===== config.mk =====
export PLATFORM = sky130hd
export DESIGN_NAME = victim_buf
export DESIGN_NICKNAME = d
export VERILOG_FILES = /design/src/rtl/vc_pkg.sv /design/src/rtl/vc_match.sv /design/src/rtl/vc_lru.sv /design/src/rtl/vc_store.sv /design/src/rtl/victim_buf.sv
export SDC_FILE = /design/constraint.sdc
export NUM_CORES = 1
export LEC_CHECK = 0
export ABC_CLOCK_PERIOD_IN_PS = 7000
export BUFFER_PORTS_ARGS = -buffer_cell sky130_fd_sc_hd__buf_4
export CAP_MARGIN = 20
export CORE_MARGIN = 2
export CORE_UTILIZATION = 51
export DETAILED_ROUTE_END_ITERATION = 8
export PLACE_DENSITY = 0.87
export SLEW_MARGIN = 20
export SYNTH_ARGS = -nofsm -noshare
export SYNTH_HDL_FRONTEND = slang
export SYNTH_SLANG_ARGS = --single-unit
export TNS_END_PERCENT = 5

===== constraint.sdc =====
create_clock -name clk -period 7 [get_ports clk]
set_input_delay 1.05 -clock clk [delete_from_list [all_inputs] [get_ports clk]]
set_output_delay 1.05 -clock clk [all_outputs]
set_load 0.02 [all_outputs]

===== src/rtl/vc_pkg.sv =====
// Package: shared definitions for the victim buffer.
// Assumes: nothing beyond being compiled first.
package vc_pkg;
    // Which line the buffer captures.
    typedef enum logic {
        VC_VICTIM = 1'b0,   // keep the line displaced from the main cache
        VC_MISS   = 1'b1    // keep the requested (refilled) line
    } vc_mode_e;
endpackage


===== src/rtl/vc_match.sv =====
// Module: vc_match
// Compares one address against every entry tag in parallel and encodes the
// matching entry number.
// Assumes: at most one valid entry matches, so an OR-encoder is exact.
module vc_match #(
    parameter int N     = 4,
    parameter int AW    = 26,
    parameter int IDX_W = (N > 1) ? $clog2(N) : 1
) (
    input  logic [N-1:0]         valid,
    input  logic [N-1:0][AW-1:0] tag,
    input  logic [AW-1:0]        addr,
    output logic [N-1:0]         match,
    output logic                 any,
    output logic [IDX_W-1:0]     idx
);
    // One comparator per entry.
    for (genvar g = 0; g < N; g++) begin : g_cmp
        assign match[g] = valid[g] && (tag[g] == addr);
    end

    assign any = |match;

    // OR-encode the one-hot match vector into an entry number.
    always_comb begin
        idx = '0;
        for (int i = 0; i < N; i++) begin
            if (match[i]) idx = idx | IDX_W'(i);
        end
    end
endmodule


===== src/rtl/vc_lru.sv =====
// Module: vc_lru
// Keeps a recency rank per entry (0 = most recent, N-1 = least recent) and
// picks the entry a new line goes to: the lowest invalid entry, otherwise
// the least recently used one.
// Assumes: ranks form a permutation of 0..N-1, which reset establishes and
// every update preserves.
module vc_lru #(
    parameter int N     = 4,
    parameter int IDX_W = (N > 1) ? $clog2(N) : 1
) (
    input  logic                    clk,
    input  logic                    rst_n,
    input  logic                    touch,
    input  logic [IDX_W-1:0]        touch_idx,
    input  logic [N-1:0]            valid,
    output logic [N-1:0][IDX_W-1:0] age,
    output logic [IDX_W-1:0]        fill_idx
);
    localparam logic [IDX_W-1:0] OLDEST = IDX_W'(N - 1);

    logic [IDX_W-1:0] touched_age;

    // Rank currently held by the entry being touched.
    always_comb begin
        touched_age = '0;
        for (int i = 0; i < N; i++) begin
            if (touch_idx == IDX_W'(i)) touched_age = age[i];
        end
    end

    // Move the touched entry to rank 0 and age those that were more recent.
    always_ff @(posedge clk) begin
        if (!rst_n) begin
            for (int i = 0; i < N; i++) age[i] <= IDX_W'(i);
        end else if (touch) begin
            for (int i = 0; i < N; i++) begin
                if (touch_idx == IDX_W'(i))
                    age[i] <= '0;
                else if (age[i] < touched_age)
                    age[i] <= age[i] + 1'b1;
            end
        end
    end

    // Choose the destination: lowest free entry first, else the oldest.
    always_comb begin
        logic found;
        found    = 1'b0;
        fill_idx = '0;
        for (int i = 0; i < N; i++) begin
            if (age[i] == OLDEST) fill_idx = IDX_W'(i);
        end
        for (int i = 0; i < N; i++) begin
            if (!valid[i] && !found) begin
                fill_idx = IDX_W'(i);
                found    = 1'b1;
            end
        end
    end
endmodule


===== src/rtl/vc_store.sv =====
// Module: vc_store
// Entry storage: valid bits, line address tags and line data, with one
// write port.
// Assumes: w_idx is below N whenever we is high; only the valid bits need
// a reset, because tags and data are never read through an invalid entry.
module vc_store #(
    parameter int N     = 4,
    parameter int AW    = 26,
    parameter int DW    = 64,
    parameter int IDX_W = (N > 1) ? $clog2(N) : 1
) (
    input  logic                 clk,
    input  logic                 rst_n,
    input  logic                 we,
    input  logic [IDX_W-1:0]     w_idx,
    input  logic                 w_valid,
    input  logic [AW-1:0]        w_tag,
    input  logic [DW-1:0]        w_data,
    output logic [N-1:0]         valid,
    output logic [N-1:0][AW-1:0] tag,
    output logic [N-1:0][DW-1:0] data
);
    // Valid bits: cleared by reset, set or cleared by a write.
    always_ff @(posedge clk) begin
        if (!rst_n) begin
            valid <= '0;
        end else if (we) begin
            for (int i = 0; i < N; i++) begin
                if (w_idx == IDX_W'(i)) valid[i] <= w_valid;
            end
        end
    end

    // Tag and data payload of the written entry.
    always_ff @(posedge clk) begin
        if (we) begin
            for (int i = 0; i < N; i++) begin
                if (w_idx == IDX_W'(i)) begin
                    tag[i]  <= w_tag;
                    data[i] <= w_data;
                end
            end
        end
    end
endmodule


===== src/rtl/victim_buf.sv =====
// Module: victim_buf (top)
// Small fully-associative buffer beside a direct-mapped cache. A lookup
// is answered in the same cycle. In victim mode a hit swaps the hit line
// with the displaced main-cache line at the next edge. In miss mode a hit
// only refreshes recency. Lines enter through the insert port, which yields
// to a lookup presented in the same cycle.
// Assumes: in victim mode the displaced line is never already held in the
// buffer (the two caches are exclusive); ENTRIES is between 1 and 8.
module victim_buf
    import vc_pkg::*;
#(
    parameter int       ENTRIES = 4,
    parameter int       ADDR_W  = 26,
    parameter int       DATA_W  = 64,
    parameter vc_mode_e MODE    = VC_VICTIM
) (
    input  logic              clk,
    input  logic              rst_n,
    input  logic              lk_valid,
    input  logic [ADDR_W-1:0] lk_addr,
    input  logic              lk_vic_valid,
    input  logic [ADDR_W-1:0] lk_vic_addr,
    input  logic [DATA_W-1:0] lk_vic_data,
    output logic              lk_hit,
    output logic [DATA_W-1:0] lk_data,
    input  logic              ins_valid,
    input  logic [ADDR_W-1:0] ins_addr,
    input  logic [DATA_W-1:0] ins_data
);
    localparam int IDX_W = (ENTRIES > 1) ? $clog2(ENTRIES) : 1;

    logic [ENTRIES-1:0]              valid_q;
    logic [ENTRIES-1:0][ADDR_W-1:0]  tag_q;
    logic [ENTRIES-1:0][DATA_W-1:0]  data_q;
    logic [ENTRIES-1:0][IDX_W-1:0]   age_q;

    logic [ENTRIES-1:0] lk_match, ins_match;
    logic               lk_any, ins_any;
    logic [IDX_W-1:0]   hit_idx, ins_idx, fill_idx;

    logic               we, w_valid, touch;
    logic [IDX_W-1:0]   w_idx;
    logic [ADDR_W-1:0]  w_tag;
    logic [DATA_W-1:0]  w_data;

    vc_match #(.N(ENTRIES), .AW(ADDR_W), .IDX_W(IDX_W)) u_lk_match (
        .valid(valid_q), .tag(tag_q), .addr(lk_addr),
        .match(lk_match), .any(lk_any), .idx(hit_idx)
    );

    vc_match #(.N(ENTRIES), .AW(ADDR_W), .IDX_W(IDX_W)) u_ins_match (
        .valid(valid_q), .tag(tag_q), .addr(ins_addr),
        .match(ins_match), .any(ins_any), .idx(ins_idx)
    );

    vc_lru #(.N(ENTRIES), .IDX_W(IDX_W)) u_lru (
        .clk(clk), .rst_n(rst_n), .touch(touch), .touch_idx(w_idx),
        .valid(valid_q), .age(age_q), .fill_idx(fill_idx)
    );

    vc_store #(.N(ENTRIES), .AW(ADDR_W), .DW(DATA_W), .IDX_W(IDX_W)) u_store (
        .clk(clk), .rst_n(rst_n), .we(we), .w_idx(w_idx), .w_valid(w_valid),
        .w_tag(w_tag), .w_data(w_data),
        .valid(valid_q), .tag(tag_q), .data(data_q)
    );

    // Same-cycle lookup answer.
    assign lk_hit  = lk_valid && lk_any;
    assign lk_data = lk_hit ? data_q[hit_idx] : '0;

    // Decide this cycle's write and recency update; a lookup has priority.
    always_comb begin
        we      = 1'b0;
        touch   = 1'b0;
        w_idx   = '0;
        w_valid = 1'b0;
        w_tag   = '0;
        w_data  = '0;
        if (lk_valid) begin
            if (lk_any) begin
                touch = 1'b1;
                w_idx = hit_idx;
                if (MODE == VC_VICTIM) begin
                    we      = 1'b1;
                    w_valid = lk_vic_valid;
                    w_tag   = lk_vic_addr;
                    w_data  = lk_vic_data;
                end
            end
        end else if (ins_valid) begin
            we      = 1'b1;
            touch   = 1'b1;
            w_idx   = ins_any ? ins_idx : fill_idx;
            w_valid = 1'b1;
            w_tag   = ins_addr;
            w_data  = ins_data;
        end
    end
endmodule


==> metrics.txt <==
flops & latches, synth 372; max incr delay on CP 670 ps; clock root cell clkbuf_16; crit path kind in -> out; P_leak 7.740 nW; post-DP HPWL 30.52 mm; hold buffer count at CTS 0; commonest register cell after synthesis edfxtp_1; Core Area 0.03245 sq mm; layout cells sized above 1 26.69%; WHS 552.6 ps; sequential area share after synthesis 65.82%; fmax 0.1841 GHz; Critical Path RT 5950 ps; vias in the first global route 10,990; Hold Crit Class reg -> reg; top cells by area, synth edfxtp_1, xnor2_1, a22o_1, mux2i_1, xor2_1; grt ovf 0; Max IR drop VDD 0.2169 mV; Worst setup EP type output pin; total track usage 25.97%; Post-Syn Instances 1,122; Post-Syn Nets 1,340; largest net degree at the start of global routing 70; Worst Skew 25.76 ps; vias post-DR 10,980; Vert. Die Dim 185.4 um; worst-path fanout max 33; Routed Antenna Nets 0; Cell Area, Synth 0.01679 sq mm; Max-slew headroom 32.29%; Hold Path Cell Cnt 2; PortBufs 275; DR pass1 iterations 7; syn_area_per_cell 14.96 sq um; DRT iter0 DRCs 997; Max clock buf depth 3; Final Instance Area 0.02052 sq mm; Chip Width 185.4 um; WP depth 11; Crit path max-delay family simple AND/OR/NAND/NOR gates; setup slack at placement 1466 ps; Initial Utilization 51.73%; # Max-Cap Violations 0; crit path buf inv count 3; PD cells 238.8 mW/mm^2; outcome finished, final reports clean; cells on worst reg2reg path 9; full die area 0.03439 sq mm; final setup fails 0; top cell type's share of synthesized area 64.39%; Post-DP Area 0.01920 sq mm; crit path time final 5433 ps; RSZ-0062 raised after global routing no; clk slew on worst S/H paths 60 ps; max-slew violations 0; filler instances 2,332; CTS tree built; row count 66; Critical Path AT 4380 ps; cell taking the most area after synthesis edfxtp_1; worst path cell trace buf_4 > xnor2_1 > nand4_1 > nor4_1 > nand4_1 > nand2_2 > or2_2 > buf_12 > o221ai_1 > a21oi_1 > buf_4; Setup crit start kind primary input; initial antenna violation count 3; Num CTS Buffers 39; placer congestion estimate 1.028; setup slack after layout 1567 ps; first-pass GRT wire length 65.81 mm; Yosys cell types 45; clock latency on the worst-skew pair 530 ps; Layout area overhead 22.21%; H-tree depth 2; Setup Buffers After CTS 0; crit share post-route 77.61%; EDFF count, synth 360; Fin. Hold Viols 0; synth warn 0; TritonCTS Sinks 372; DR DRC count 0; I/O pin count 276; worst slew pin tran 1014 ps; CP max-delay cell or2_2; fraction of registers with async set/reset 0%; Resized cells post-CTS 0; routed length per instance 24.67 um; drt total wl 45.22 mm; Final nets 1,579; vias per cell 5.989
cells by family (layout without fill, tap and decap cells):
logic type | after synthesis | in the layout | share of synthesized area [%]
adders and majority gates | 7 | 7 | 0.5217
DFF | 372 | 372 | 65.82
other | 0 | 1 | 0
xor gates and xnor gates | 208 | 208 | 11.07
buffers and inverters | 101 | 369 | 2.899
muxes | 76 | 76 | 4.576
AOI/OAI and AO/OA | 247 | 247 | 11.37
and+or+nand+nor | 111 | 111 | 3.734
per-stage QoR:
step           TNS, ps  std cells  power [mW]  util (%)
2_1_floorplan   -130.7       1122       2.681         -
3_3_place_gp         0       1762       2.825     59.17
3_5_place_dp         0       1762       2.832     59.17
4_1_cts              0       1832       4.912     63.21
5_1_grt              0       1832       5.015     63.21
6_report             0       1833       4.899     63.22
tightest hold or removal path, stage by stage, from the launching register on:
cell and delay (ps):
dfxtp_1 340, o221ai_1 90, nand3_1 80
report_power, final:
group	switching, mW	internal (mW)	total, mW
clock	0.834	1.27	2.11
combinational	0.157	0.144	0.301
sequential	0.0184	2.47	2.49
per-layer routing:
| layer | vias to the layer above | GRT usage [%] | share of wire [%] |
|---|---|---|---|
| li1 | 4885 | - | - |
| met3 | 92 | 5.545 | 9.2 |
| met5 | - | 0 | 0.022 |
| met2 | 583 | 42.39 | 48 |
| met1 | 5416 | 35.11 | 40 |
| met4 | 2 | 7.778 | 2.9 |
synthesized netlist by cell type, drive strengths merged (12+ instances only):
cell type and instances:
edfxtp 360, mux2i 73, a22o 91, xnor2 131
o221ai 65, dfxtp 12, nor4 23, nand4 41
buf 49, clkbuf 45, a21oi 66, nor2 13
xor2 77
final cells by class:
cell class | count | area [sq um] | area share, %
antenna | 1 | 2.502 | 0.01220
clock buffer | 47 | 1027 | 5.007
clock inverter | 23 | 285.3 | 1.390
inverter | 7 | 26.28 | 0.1281
multi-input combinational | 649 | 5318 | 25.92
sequential | 372 | 11050 | 53.86
tap | 442 | 553.0 | 2.695
timing repair buffer | 292 | 2255 | 10.99
flip-flops by register name (all words and copies together), names as in the netlist:
name           cells
u_store.valid      4
u_store.tag      104
u_store.data     256
u_lru.age          8
cells in the final DEF, fill, tap and decap left out, types with 40 or more instances in the layout:
cell type  netlist  final
buf_4            1    287
clkbuf_16        0     40
edfxtp_1       360    360
xnor2_1        126    126
xor2_1          77     77
mux2i_1         73     73
a22o_1          91     91
o221ai_1        65     65
a21oi_1         66     66
nand4_1         41     41
path summary, 6_finish.rpt:
| check | from | slack, ps | to |
|---|---|---|---|
| setup / recovery | lk_addr[9] | 1570 | lk_data[36] |
| hold / removal | u_lru.age[7] | 550 | u_lru.age[7] |
| setup reg to reg | u_store.tag[44] | 2140 | u_store.valid[1] |
| hold reg to reg | u_lru.age[7] | 550 | u_lru.age[7] |
Power figures use the tool's default switching activity.
